`src/rtl/ptw_pkg.sv`:
```
package ptw_pkg;

    localparam int PRESENT_BIT  = 0;
    localparam int ACCESSED_BIT = 5;

    typedef enum logic [1:0] {
        RES_FILL    = 2'd0,
        RES_FAULT   = 2'd1,
        RES_MISSPEC = 2'd2
    } res_kind_e;

    typedef enum logic [2:0] {
        W_IDLE,
        W_DIR_REQ,
        W_DIR_WAIT,
        W_LEAF_REQ,
        W_LEAF_WAIT,
        W_ACC_WR,
        W_HOLD,
        W_DONE
    } walk_state_e;

endpackage

```
`src/rtl/ptw_dir_cache.sv`:
```
module ptw_dir_cache #(
    parameter int IDX_W   = 10,
    parameter int BASE_W  = 20,
    parameter int ENTRIES = 4
) (
    input  logic              clk,
    input  logic              rst_n,
    input  logic              flush,
    input  logic [IDX_W-1:0]  look_idx,
    output logic              look_hit,
    output logic [BASE_W-1:0] look_base,
    input  logic              fill_valid,
    input  logic [IDX_W-1:0]  fill_idx,
    input  logic [BASE_W-1:0] fill_base
);
    localparam int PTR_W = (ENTRIES > 1) ? $clog2(ENTRIES) : 1;

    logic [ENTRIES-1:0] vld_q;
    logic [IDX_W-1:0]   tag_q  [ENTRIES];
    logic [BASE_W-1:0]  base_q [ENTRIES];
    logic [PTR_W-1:0]   rr_q;
    logic [ENTRIES-1:0] look_match;
    logic [ENTRIES-1:0] fill_match;

    generate
        for (genvar e = 0; e < ENTRIES; e++) begin : g_cmp
            assign look_match[e] = vld_q[e] && (tag_q[e] == look_idx);
            assign fill_match[e] = vld_q[e] && (tag_q[e] == fill_idx);
        end
    endgenerate

    always_comb begin
        look_hit  = |look_match;
        look_base = '0;
        for (int e = 0; e < ENTRIES; e++) begin
            if (look_match[e]) look_base = base_q[e];
        end
    end

    always_ff @(posedge clk) begin
        if (!rst_n) begin
            vld_q <= '0;
            rr_q  <= '0;
        end else if (flush) begin
            vld_q <= '0;
        end else if (fill_valid) begin
            if (|fill_match) begin
                for (int e = 0; e < ENTRIES; e++) begin
                    if (fill_match[e]) base_q[e] <= fill_base;
                end
            end else begin
                vld_q[rr_q]  <= 1'b1;
                tag_q[rr_q]  <= fill_idx;
                base_q[rr_q] <= fill_base;
                rr_q <= (rr_q == PTR_W'(ENTRIES - 1)) ? '0 : rr_q + 1'b1;
            end
        end
    end

    // nothing survives a flush
    a_r4_flush_empties: assert property (@(posedge clk) disable iff (!rst_n)
        flush |=> !look_hit);

    // an index is held in at most one way
    a_r10_single_copy: assert property (@(posedge clk) disable iff (!rst_n)
        $onehot0(look_match));

endmodule

```
`src/rtl/ptw_walk_slot.sv`:
```
module ptw_walk_slot
    import ptw_pkg::*;
#(
    parameter int IDX_W  = 10,
    parameter int OFF_W  = 12,
    parameter int ADDR_W = 32
) (
    input  logic                        clk,
    input  logic                        rst_n,
    input  logic [ADDR_W-OFF_W-1:0]     dir_base,
    input  logic                        start,
    input  logic [2*IDX_W-1:0]          start_vpn,
    input  logic                        start_spec,
    input  logic                        start_hit,
    input  logic [ADDR_W-OFF_W-1:0]     start_base,
    output logic                        idle,
    output logic                        mem_want,
    output logic                        mem_we,
    output logic [ADDR_W-1:0]           mem_addr,
    output logic [ADDR_W-1:0]           mem_wdata,
    input  logic                        mem_grant,
    input  logic                        rsp_valid,
    input  logic [ADDR_W-1:0]           rsp_data,
    output logic                        cfill_valid,
    output logic [IDX_W-1:0]            cfill_idx,
    output logic [ADDR_W-OFF_W-1:0]     cfill_base,
    input  logic                        snoop_valid,
    input  logic [ADDR_W-1:0]           snoop_addr,
    input  logic                        use_valid,
    input  logic [2*IDX_W-1:0]          use_vpn,
    output logic                        done,
    output res_kind_e                   done_kind,
    output logic [2*IDX_W-1:0]          done_vpn,
    output logic [ADDR_W-OFF_W-1:0]     done_pfn,
    input  logic                        done_ack
);
    localparam int VPN_W = 2 * IDX_W;
    localparam int PFN_W = ADDR_W - OFF_W;

    walk_state_e       state_q, state_d;
    res_kind_e         kind_q, kind_d;
    logic [VPN_W-1:0]  vpn_q;
    logic              spec_q;
    logic [PFN_W-1:0]  base_q;
    logic [ADDR_W-1:0] pte_q;
    logic              leaf_seen_q;
    logic              poison_q;

    logic [IDX_W-1:0]  dir_idx, tbl_idx;
    logic [ADDR_W-1:0] dir_addr, leaf_addr;
    logic              snoop_hit, use_hit;

    assign dir_idx   = vpn_q[VPN_W-1:IDX_W];
    assign tbl_idx   = vpn_q[IDX_W-1:0];
    assign dir_addr  = {dir_base, dir_idx, 2'b00};
    assign leaf_addr = {base_q, tbl_idx, 2'b00};
    assign snoop_hit = snoop_valid && spec_q && leaf_seen_q
                     && (snoop_addr[ADDR_W-1:2] == leaf_addr[ADDR_W-1:2]);
    assign use_hit   = use_valid && (use_vpn == vpn_q);

    // state register and walk context
    always_ff @(posedge clk) begin
        if (!rst_n) begin
            state_q     <= W_IDLE;
            kind_q      <= RES_FILL;
            leaf_seen_q <= 1'b0;
            poison_q    <= 1'b0;
        end else begin
            state_q <= state_d;
            kind_q  <= kind_d;
            if (state_q == W_IDLE && start) begin
                vpn_q       <= start_vpn;
                spec_q      <= start_spec;
                base_q      <= start_base;
                leaf_seen_q <= 1'b0;
                poison_q    <= 1'b0;
            end else begin
                if (snoop_hit) poison_q <= 1'b1;
                if (state_q == W_DIR_WAIT && rsp_valid)
                    base_q <= rsp_data[ADDR_W-1:OFF_W];
                if (state_q == W_LEAF_WAIT && rsp_valid) begin
                    pte_q       <= rsp_data;
                    leaf_seen_q <= rsp_data[PRESENT_BIT];
                end
            end
        end
    end

    // next state and result kind
    always_comb begin
        state_d = state_q;
        kind_d  = kind_q;
        unique case (state_q)
            W_IDLE: begin
                if (start) begin
                    state_d = start_hit ? W_LEAF_REQ : W_DIR_REQ;
                    kind_d  = RES_FILL;
                end
            end
            W_DIR_REQ:  if (mem_grant) state_d = W_DIR_WAIT;
            W_DIR_WAIT: begin
                if (rsp_valid) begin
                    if (rsp_data[PRESENT_BIT]) state_d = W_LEAF_REQ;
                    else begin
                        state_d = W_DONE;
                        kind_d  = RES_FAULT;
                    end
                end
            end
            W_LEAF_REQ: if (mem_grant) state_d = W_LEAF_WAIT;
            W_LEAF_WAIT: begin
                if (rsp_valid) begin
                    if (!rsp_data[PRESENT_BIT]) begin
                        state_d = W_DONE;
                        kind_d  = RES_FAULT;
                    end else if (!rsp_data[ACCESSED_BIT]) state_d = W_ACC_WR;
                    else state_d = spec_q ? W_HOLD : W_DONE;
                end
            end
            W_ACC_WR: begin
                if (poison_q) begin
                    state_d = W_DONE;
                    kind_d  = RES_MISSPEC;
                end else if (mem_grant) state_d = spec_q ? W_HOLD : W_DONE;
            end
            W_HOLD: begin
                if (poison_q) begin
                    state_d = W_DONE;
                    kind_d  = RES_MISSPEC;
                end else if (use_hit) state_d = W_DONE;
            end
            W_DONE: if (done_ack) state_d = W_IDLE;
            default: state_d = W_IDLE;
        endcase
    end

    // outputs
    always_comb begin
        idle        = (state_q == W_IDLE);
        mem_want    = (state_q == W_DIR_REQ) || (state_q == W_LEAF_REQ)
                   || (state_q == W_ACC_WR && !poison_q);
        mem_we      = (state_q == W_ACC_WR);
        mem_addr    = (state_q == W_DIR_REQ) ? dir_addr : leaf_addr;
        mem_wdata   = pte_q | (ADDR_W'(1) << ACCESSED_BIT);
        cfill_valid = (state_q == W_DIR_WAIT) && rsp_valid && rsp_data[PRESENT_BIT];
        cfill_idx   = dir_idx;
        cfill_base  = rsp_data[ADDR_W-1:OFF_W];
        done        = (state_q == W_DONE);
        done_kind   = kind_q;
        done_vpn    = vpn_q;
        done_pfn    = pte_q[ADDR_W-1:OFF_W];
    end

    // only a speculative walk parks awaiting use
    a_r7_hold_is_spec: assert property (@(posedge clk) disable iff (!rst_n)
        (state_q == W_HOLD) |-> spec_q);

    // the set-accessed write is only for a leaf that lacked the bit
    a_r6_write_needed: assert property (@(posedge clk) disable iff (!rst_n)
        (state_q == W_ACC_WR) |-> (leaf_seen_q && !pte_q[ACCESSED_BIT]));

    // mis-speculation is reported only for speculative walks
    a_r8_misspec_spec: assert property (@(posedge clk) disable iff (!rst_n)
        (state_q == W_DONE && kind_q == RES_MISSPEC) |-> spec_q);

endmodule

```
`src/rtl/ptw_top.sv`:
```
module ptw_top
    import ptw_pkg::*;
#(
    parameter int IDX_W      = 10,
    parameter int OFF_W      = 12,
    parameter int ADDR_W     = 32,
    parameter int NUM_WALKS  = 2,
    parameter int DC_ENTRIES = 4
) (
    input  logic                    clk,
    input  logic                    rst_n,
    input  logic [ADDR_W-OFF_W-1:0] dir_base,
    input  logic                    flush,
    input  logic                    req_valid,
    output logic                    req_ready,
    input  logic [2*IDX_W-1:0]      req_vpn,
    input  logic                    req_spec,
    input  logic                    use_valid,
    input  logic [2*IDX_W-1:0]      use_vpn,
    input  logic                    snoop_valid,
    input  logic [ADDR_W-1:0]       snoop_addr,
    output logic                    mreq_valid,
    input  logic                    mreq_ready,
    output logic                    mreq_we,
    output logic [$clog2(NUM_WALKS)-1:0] mreq_tag,
    output logic [ADDR_W-1:0]       mreq_addr,
    output logic [ADDR_W-1:0]       mreq_wdata,
    input  logic                    mrsp_valid,
    input  logic [$clog2(NUM_WALKS)-1:0] mrsp_tag,
    input  logic [ADDR_W-1:0]       mrsp_data,
    output logic                    res_valid,
    output logic [1:0]              res_kind,
    output logic [2*IDX_W-1:0]      res_vpn,
    output logic [ADDR_W-OFF_W-1:0] res_pfn
);
    localparam int VPN_W = 2 * IDX_W;
    localparam int PFN_W = ADDR_W - OFF_W;
    localparam int TAG_W = $clog2(NUM_WALKS);

    logic [NUM_WALKS-1:0] s_idle, s_start, s_want, s_we, s_grant, s_rsp, s_cfv, s_done, s_ack;
    logic [ADDR_W-1:0]    s_addr  [NUM_WALKS];
    logic [ADDR_W-1:0]    s_wdata [NUM_WALKS];
    logic [IDX_W-1:0]     s_cfidx [NUM_WALKS];
    logic [PFN_W-1:0]     s_cfbase[NUM_WALKS];
    res_kind_e            s_kind  [NUM_WALKS];
    logic [VPN_W-1:0]     s_vpn   [NUM_WALKS];
    logic [PFN_W-1:0]     s_pfn   [NUM_WALKS];

    logic             dc_hit, dc_fill;
    logic [PFN_W-1:0] dc_base, dc_fill_base;
    logic [IDX_W-1:0] dc_fill_idx;

    ptw_dir_cache #(.IDX_W(IDX_W), .BASE_W(PFN_W), .ENTRIES(DC_ENTRIES)) u_dcache (
        .clk(clk), .rst_n(rst_n), .flush(flush),
        .look_idx(req_vpn[VPN_W-1:IDX_W]), .look_hit(dc_hit), .look_base(dc_base),
        .fill_valid(dc_fill), .fill_idx(dc_fill_idx), .fill_base(dc_fill_base)
    );

    generate
        for (genvar g = 0; g < NUM_WALKS; g++) begin : g_slot
            assign s_rsp[g] = mrsp_valid && (mrsp_tag == TAG_W'(g));
            ptw_walk_slot #(.IDX_W(IDX_W), .OFF_W(OFF_W), .ADDR_W(ADDR_W)) u_slot (
                .clk(clk), .rst_n(rst_n), .dir_base(dir_base),
                .start(s_start[g]), .start_vpn(req_vpn), .start_spec(req_spec),
                .start_hit(dc_hit), .start_base(dc_base), .idle(s_idle[g]),
                .mem_want(s_want[g]), .mem_we(s_we[g]), .mem_addr(s_addr[g]),
                .mem_wdata(s_wdata[g]), .mem_grant(s_grant[g]),
                .rsp_valid(s_rsp[g]), .rsp_data(mrsp_data),
                .cfill_valid(s_cfv[g]), .cfill_idx(s_cfidx[g]), .cfill_base(s_cfbase[g]),
                .snoop_valid(snoop_valid), .snoop_addr(snoop_addr),
                .use_valid(use_valid), .use_vpn(use_vpn),
                .done(s_done[g]), .done_kind(s_kind[g]), .done_vpn(s_vpn[g]),
                .done_pfn(s_pfn[g]), .done_ack(s_ack[g])
            );
        end
    endgenerate

    // request steering, memory arbitration, cache fill and result selection
    always_comb begin
        logic got_s, got_m, got_d;
        got_s = 1'b0; got_m = 1'b0; got_d = 1'b0;
        s_start = '0; s_grant = '0; s_ack = '0;
        req_ready  = |s_idle;
        mreq_valid = 1'b0; mreq_we = 1'b0; mreq_tag = '0;
        mreq_addr  = '0;   mreq_wdata = '0;
        dc_fill = |s_cfv; dc_fill_idx = '0; dc_fill_base = '0;
        res_valid = 1'b0; res_kind = RES_FILL; res_vpn = '0; res_pfn = '0;
        for (int i = 0; i < NUM_WALKS; i++) begin
            if (!got_s && s_idle[i]) begin
                s_start[i] = req_valid;
                got_s = 1'b1;
            end
            if (!got_m && s_want[i]) begin
                mreq_valid = 1'b1;
                mreq_we    = s_we[i];
                mreq_tag   = TAG_W'(i);
                mreq_addr  = s_addr[i];
                mreq_wdata = s_wdata[i];
                s_grant[i] = mreq_ready;
                got_m = 1'b1;
            end
            if (s_cfv[i]) begin
                dc_fill_idx  = s_cfidx[i];
                dc_fill_base = s_cfbase[i];
            end
            if (!got_d && s_done[i]) begin
                res_valid = 1'b1;
                res_kind  = s_kind[i];
                res_vpn   = s_vpn[i];
                res_pfn   = s_pfn[i];
                s_ack[i]  = 1'b1;
                got_d = 1'b1;
            end
        end
    end

    // a directory entry enters the cache only when memory returned it present
    a_r3_fill_present: assert property (@(posedge clk) disable iff (!rst_n)
        dc_fill |-> mrsp_valid && mrsp_data[PRESENT_BIT]);

    // a response is only accepted by a slot that is mid-walk
    a_r5_rsp_to_busy: assert property (@(posedge clk) disable iff (!rst_n)
        (|s_rsp) |-> ((s_rsp & s_idle) == '0));

endmodule

```
`config.mk`:
```
export PLATFORM = sky130hd
export DESIGN_NAME = ptw_top
export DESIGN_NICKNAME = d
export VERILOG_FILES = /design/src/rtl/ptw_pkg.sv /design/src/rtl/ptw_dir_cache.sv /design/src/rtl/ptw_walk_slot.sv /design/src/rtl/ptw_top.sv
export SDC_FILE = /design/constraint.sdc
export NUM_CORES = 1
export LEC_CHECK = 0
export ABC_AREA = 0
export BUFFER_PORTS_ARGS = -buffer_cell sky130_fd_sc_hd__buf_2
export CORE_ASPECT_RATIO = 1.25
export CORE_MARGIN = 2
export CORE_UTILIZATION = 60
export DETAILED_ROUTE_END_ITERATION = 8
export GPL_ROUTABILITY_DRIVEN = 0
export PLACE_DENSITY = 0.91
export SLEW_MARGIN = 20
export SYNTH_ARGS = -nofsm -noshare
export SYNTH_HDL_FRONTEND = slang
export SYNTH_SLANG_ARGS = --single-unit
```
`constraint.sdc`:
```
create_clock -name clk -period 5.7 [get_ports clk]
set_input_delay 0.57 -clock clk [delete_from_list [all_inputs] [get_ports clk]]
set_output_delay 0.57 -clock clk [all_outputs]
set_load 0.02 [all_outputs]
```
# Word level (Yosys, flattened, before mapping)
# Memories as Yosys holds them, arrays and structs flattened.
# Cells that the tools add are included.
# totals
out_inout_bits	111
ff_bits	166
mem_count	2
mem_bits_rw	120
input_bits	134
# classes
n_lt_le_gt_ge	2
n_eq_ne	49
reduce_logical	71
addsub	1
mux	111
n_bitwise	7
# mem_list
memory	depth	word_bits	rd	rd_ports_with_merged_regs	write_ports	line_no	rtl
u_dcache.base_q	4	20	4	0	4	ptw_dir_cache.sv:20	logic [BASE_W-1:0] base_q [ENTRIES];
u_dcache.tag_q	4	10	4	0	1	ptw_dir_cache.sv:19	logic [IDX_W-1:0] tag_q [ENTRIES];
# op_table
operator	n
20-bit two-way mux	15
32-bit two-way mux	6
10-bit equality test	8
3-bit two-way mux	25
30-bit equality test	2
3-bit case mux with 8 select lines	2
1-bit two-way mux	46
20-bit equality test	2
1-bit logical AND	32
2-bit by 1-bit != test with 1-bit output, second input constant	14
3-bit equality test, second input constant	8
2-bit two-way mux	12
10-bit two-way mux	2
20-bit OR reduction	1
2-bit OR reduction	9
8-bit AND reduction	2
3-bit by 2-bit equality test with 1-bit output, second input constant	4
2-bit case mux with 3 select lines	2
2-bit AND reduction	5
5-bit AND reduction	2
3-bit AND reduction	3
2-bit != test, second input constant	4
4-bit OR reduction	2
3-bit by 1-bit equality test with 1-bit output, second input constant	2
other kinds (14)	31

# Logic depth before layout (Yosys ltp)
# depth
ltp_word	16
depth_mapped	12
depth_no_buf	8

# Modules after synthesis
# From an unflattened synthesis, not the netlist that was laid out.
# unflattened
cells_unflattened	1257
hier_area_um2	15647.5
# modules_own_cells
mod	cells_per_inst	n_inst	seq_area_each_um2	area_each_um2
ptw_walk_slot	322	2	2302.2	4215.3
ptw_dir_cache	430	1	3723.6	5728.0
ptw_top	183	1	0.0	1488.9

# Worst setup path after synthesis
# No wires, ideal clock.
# synth_path
path_type	input to register
start	in mrsp_valid
end	reg g_slot[1].u_slot.base_q[0], enable pin
setup_time_ps	455
stages	5
slack_ps	2004
arrival_ps	3241
cell_sequence	and2_1 buf_2 nand2_1 o21ai_0 nor4b_1
# synth_via
elab_chain_len	4
# synth_rtl
element	line_no	rtl
start, declared	ptw_top.sv:28	input logic mrsp_valid,
1-bit logical AND	ptw_top.sv:61	assign s_rsp[g] = mrsp_valid && (mrsp_tag == TAG_W'(g));
1-bit logical AND	ptw_walk_slot.sv:79	if (state_q == W_DIR_WAIT && rsp_valid)
2-bit nonzero test (no line)	-	
2-bit AND reduction (no line)	-	
end signal, assigned	ptw_walk_slot.sv:74	base_q <= start_base;
end signal, assigned	ptw_walk_slot.sv:80	base_q <= rsp_data[ADDR_W-1:OFF_W];
end, declared	ptw_walk_slot.sv:44	logic [PFN_W-1:0] base_q;
# No other way between the ends.
# A chain may end at the register's enable or synchronous reset.

# Final worst setup path
# layout_path
start	reg g_slot[0].u_slot.state_q[2]
end	out mreq_wdata[26]
# layout_via
elab_chain_len	7
word_cells_on_any_way	11
classes_between	eq/ne: 3; mux: 3; reduce/logical: 5
# layout_rtl
element	line_no	rtl
start, declared	ptw_walk_slot.sv:40	walk_state_e state_q, state_d;
start signal, assigned	ptw_walk_slot.sv:69	state_q <= state_d;
3-bit by 1-bit equality test with 1-bit output, or another cell as far along	ptw_walk_slot.sv:140	mem_want = (state_q == W_DIR_REQ) || (state_q == W_LEAF_REQ)
1-bit logical OR / 1-bit logical AND (equally long branches)	ptw_walk_slot.sv:140, ptw_walk_slot.sv:141	
1-bit logical OR (*)	ptw_walk_slot.sv:141	|| (state_q == W_ACC_WR && !poison_q);
1-bit two-way mux	ptw_top.sv:93	if (!got_m && s_want[i]) begin
1-bit zero test	ptw_top.sv:93	
1-bit logical AND	ptw_top.sv:93	
32-bit two-way mux (*)	ptw_top.sv:93	
end, declared	ptw_top.sv:27	output logic [ADDR_W-1:0] mreq_wdata,
# Every way passes the cells marked *; elsewhere a longest branch is shown, timed or not.

==> impl_metrics.ini <==
[global_routing]
grt_pass1_vias = 11500
antenna_found_initial = 5
grt.busiest_layer = met2
gr-usage-met3_pct = 7.46
track_usage_pct = 33.2
grt_pass1_wl_mm = 64.2
grt_overflow = 0
met2_usage_pct = 53.5
met1_usage_pct = 40.8
grt_max_degree = 45

[power]
ir_drop_uv = 278
p_leak_nw = 6.15
powerDensity_mw_per_mm2 = 376

[min_path]
hp-start = req_vpn[4]
hold_path_class = input pin to register

[synth]
synth_edf_count = 264
synth-async-reset-ratio_pct = 0
yosysWarnings = 0
synth_seq_cells = 284
postSynthAreaPerCell_um2 = 11.7
ys_seq_area_share_pct = 57.1
ys.flop_type = edfxtp_1
syn_area_mm2 = 0.0146
synthesis.instances = 1249
ys_types = 56

[detailed_routing]
via_per_inst = 6.51
drt-total-wl_mm = 43.1
drt_iter0_markers = 1644
wl_per_cell_um = 23.9
via_count = 11700
dr.pass1.iters = 9
ant_nets = 0
drcViolationCount = 0

[sta]
relSlewSlack_pct = 31.4
min_period_ns = 4.10
fmax_ghz = 0.244
rsz0062_at_grt = no
clock_skew_ns = 0.0221
worst_pin_slew_ns = 1.03
period_share_pct = 71.9
hold_viol = 0
setup_tns_ns = 0
finalMaxSlewViolations = 0
hold_slack_ns = 0.201
finalSetupViolations = 0

[clocking]
cts_sinks = 284
clkTransAtPathRegs_ns = 0.07
cts-buffers-inserted = 28
cts_hold_buf = 0
cts_setup_buffers = 0
cts_resized = 0
cts_buffer_depth = 3
cts_tree = done
cts.htree.levels = 1
clk_latency_ns = 0.56
cts_root_buffer = clkbuf_16

[status]
outcome = finished clean

[floorplan]
coreArea_mm2 = 0.0238
die_area_mm2 = 0.0256
die_y_um = 178
row_count = 63
start_util_pct = 61.2
num_io_pins = 245
fp.dieW_um = 143

[critical_path]
cp_top_family = simple AND/OR/NAND/NOR gates
slowest_stage = nand2_1
crit_start = g_slot[0].u_slot.state_q[2]$_SDFFE_PN0P_
cp.required_ns = 5.13
critPathBufInv = 2
rrSetupSlack_ns = 1.89
start_kind = register
cp_max_fo = 32
critPathCaptureType = primary output
path_cells = o21ai_0 > nand2_1 > nand3_1 > inv_2 > a22o_1 > buf_2
r2r_start = g_slot[1].u_slot.state_q[1]$_SDFFE_PN0P_
cp_slowest_stage_delay_ns = 0.74
critPathArrivalTime_ns = 3.53
worstSetupPathType = register to primary output

[place]
port_buffers = 240
dp_hpwl_mm = 29.6

[run]
cap_violations = 0

[layout]
syn_to_final_growth_pct = 16.6
drive_gt1_share_pct = 22.6
nNetsFinal = 1587
==> flip-flops by register name, indices dropped and copies added (netlist names), 4 cells and up <==
name	cells
u_dcache.base_q	80
g_slot.u_slot.pte_q	62
g_slot.u_slot.base_q	40
g_slot.u_slot.done_vpn	40
u_dcache.tag_q	40
g_slot.u_slot.state_q	6
g_slot.u_slot.done_kind	4
u_dcache.vld_q	4
==> synth_stat cells, types with 5 or more instances <==
cell type	count	area share, %
buf_1	7	0.18
mux2i_1	55	3.8
xnor2_1	108	6.5
nor2_1	23	0.59
a21o_1	27	1.4
dfxtp_1	20	2.7
xor2_1	61	3.7
a22o_1	75	4.5
clkbuf_1	72	1.9
nand3_1	62	2.1
nand4_1	37	1.6
o221ai_1	11	0.66
nor3_1	13	0.45
nor4_1	14	0.60
nand2b_1	5	0.21
nand2_1	124	3.2
a21oi_1	64	2.2
nor2b_1	9	0.39
o21ai_0	55	1.9
nand4b_1	6	0.36
edfxtp_1	264	54
and2_1	34	1.5
inv_1	19	0.49
buf_4	5	0.26
o22ai_1	21	0.90
==> power breakdown <==
group | switching, mW | internal [mW]
Clock | 0.776 | 1.01
Sequential | 0.189 | 2.46
Combinational | 1.27 | 0.675
==> metrics by stage <==
| step | util [%] | cells | cell area [um^2] | setup WS, ns | total power, mW |
|---|---|---|---|---|---|
| 6_report | 71.4 | 1802 | 17000 | 1.60 | 6.38 |
| 5_1_grt | 71.4 | 1800 | 17000 | 1.45 | 6.58 |
| 4_1_cts | 71.2 | 1795 | 16900 | 1.75 | 6.33 |
| 3_5_place_dp | 67.4 | 1743 | 16100 | 1.84 | 4.56 |
| 3_3_place_gp | 67.3 | 1742 | 16000 | 1.96 | 4.49 |
| 2_1_floorplan | - | 1250 | 14600 | 2.00 | 3.93 |
==> cells by family after synthesis <==
kind of cell	Yosys count	synth area share (%)
compound gates	273	12.8
xor+xnor	169	10.2
fa+ha+maj	4	0.343
buf+inv	111	3.18
flops	284	57.1
mux	55	3.78
other cells	1	0.0257
simple gates	352	12.6
==> worst paths after layout <==
check                                                     to  depth (start not counted)
hold / removal        g_slot[0].u_slot.done_vpn[4]$_DFFE_PP_                          1
hold reg to reg   g_slot[1].u_slot.done_kind[1]$_SDFFE_PN0P_                          2
setup reg to reg             u_dcache.base_q[2][2]$_DFFE_PP_                          9
setup / recovery                              mreq_wdata[26]                          6
==> layout by cell type, fill, tap and decap left out, drive strengths merged, types with 36 or more instances in the layout <==
cell / n
and2: 36
nand3: 64
a21oi: 64
xor2: 61
o21ai: 55
nand4: 38
nand2: 124
mux2i: 55
xnor2: 108
edfxtp: 264
buf: 260
a22o: 75
==> per-layer routing <==
metal / wire length [um] / part of all wire, % / vias up
met5: 0 / 0 / -
met1: 14800 / 34 / 5545
met4: 2840 / 6.6 / 0
li1: - / - / 5051
met3: 4880 / 11 / 208
met2: 20600 / 48 / 923
==> final cells by class <==
cell class | count | area (um^2)
Fill cell | 1520 | 6810
Tap cell | 325 | 407
Timing Repair Buffer | 260 | 1380
Antenna cell | 6 | 15.0
Inverter | 20 | 75.1
Clock inverter | 20 | 151
Clock buffer | 32 | 737
Multi-Input combinational cell | 855 | 5890
Sequential cell | 284 | 8330
No activity file was read; power rests on OpenSTA's default activity.
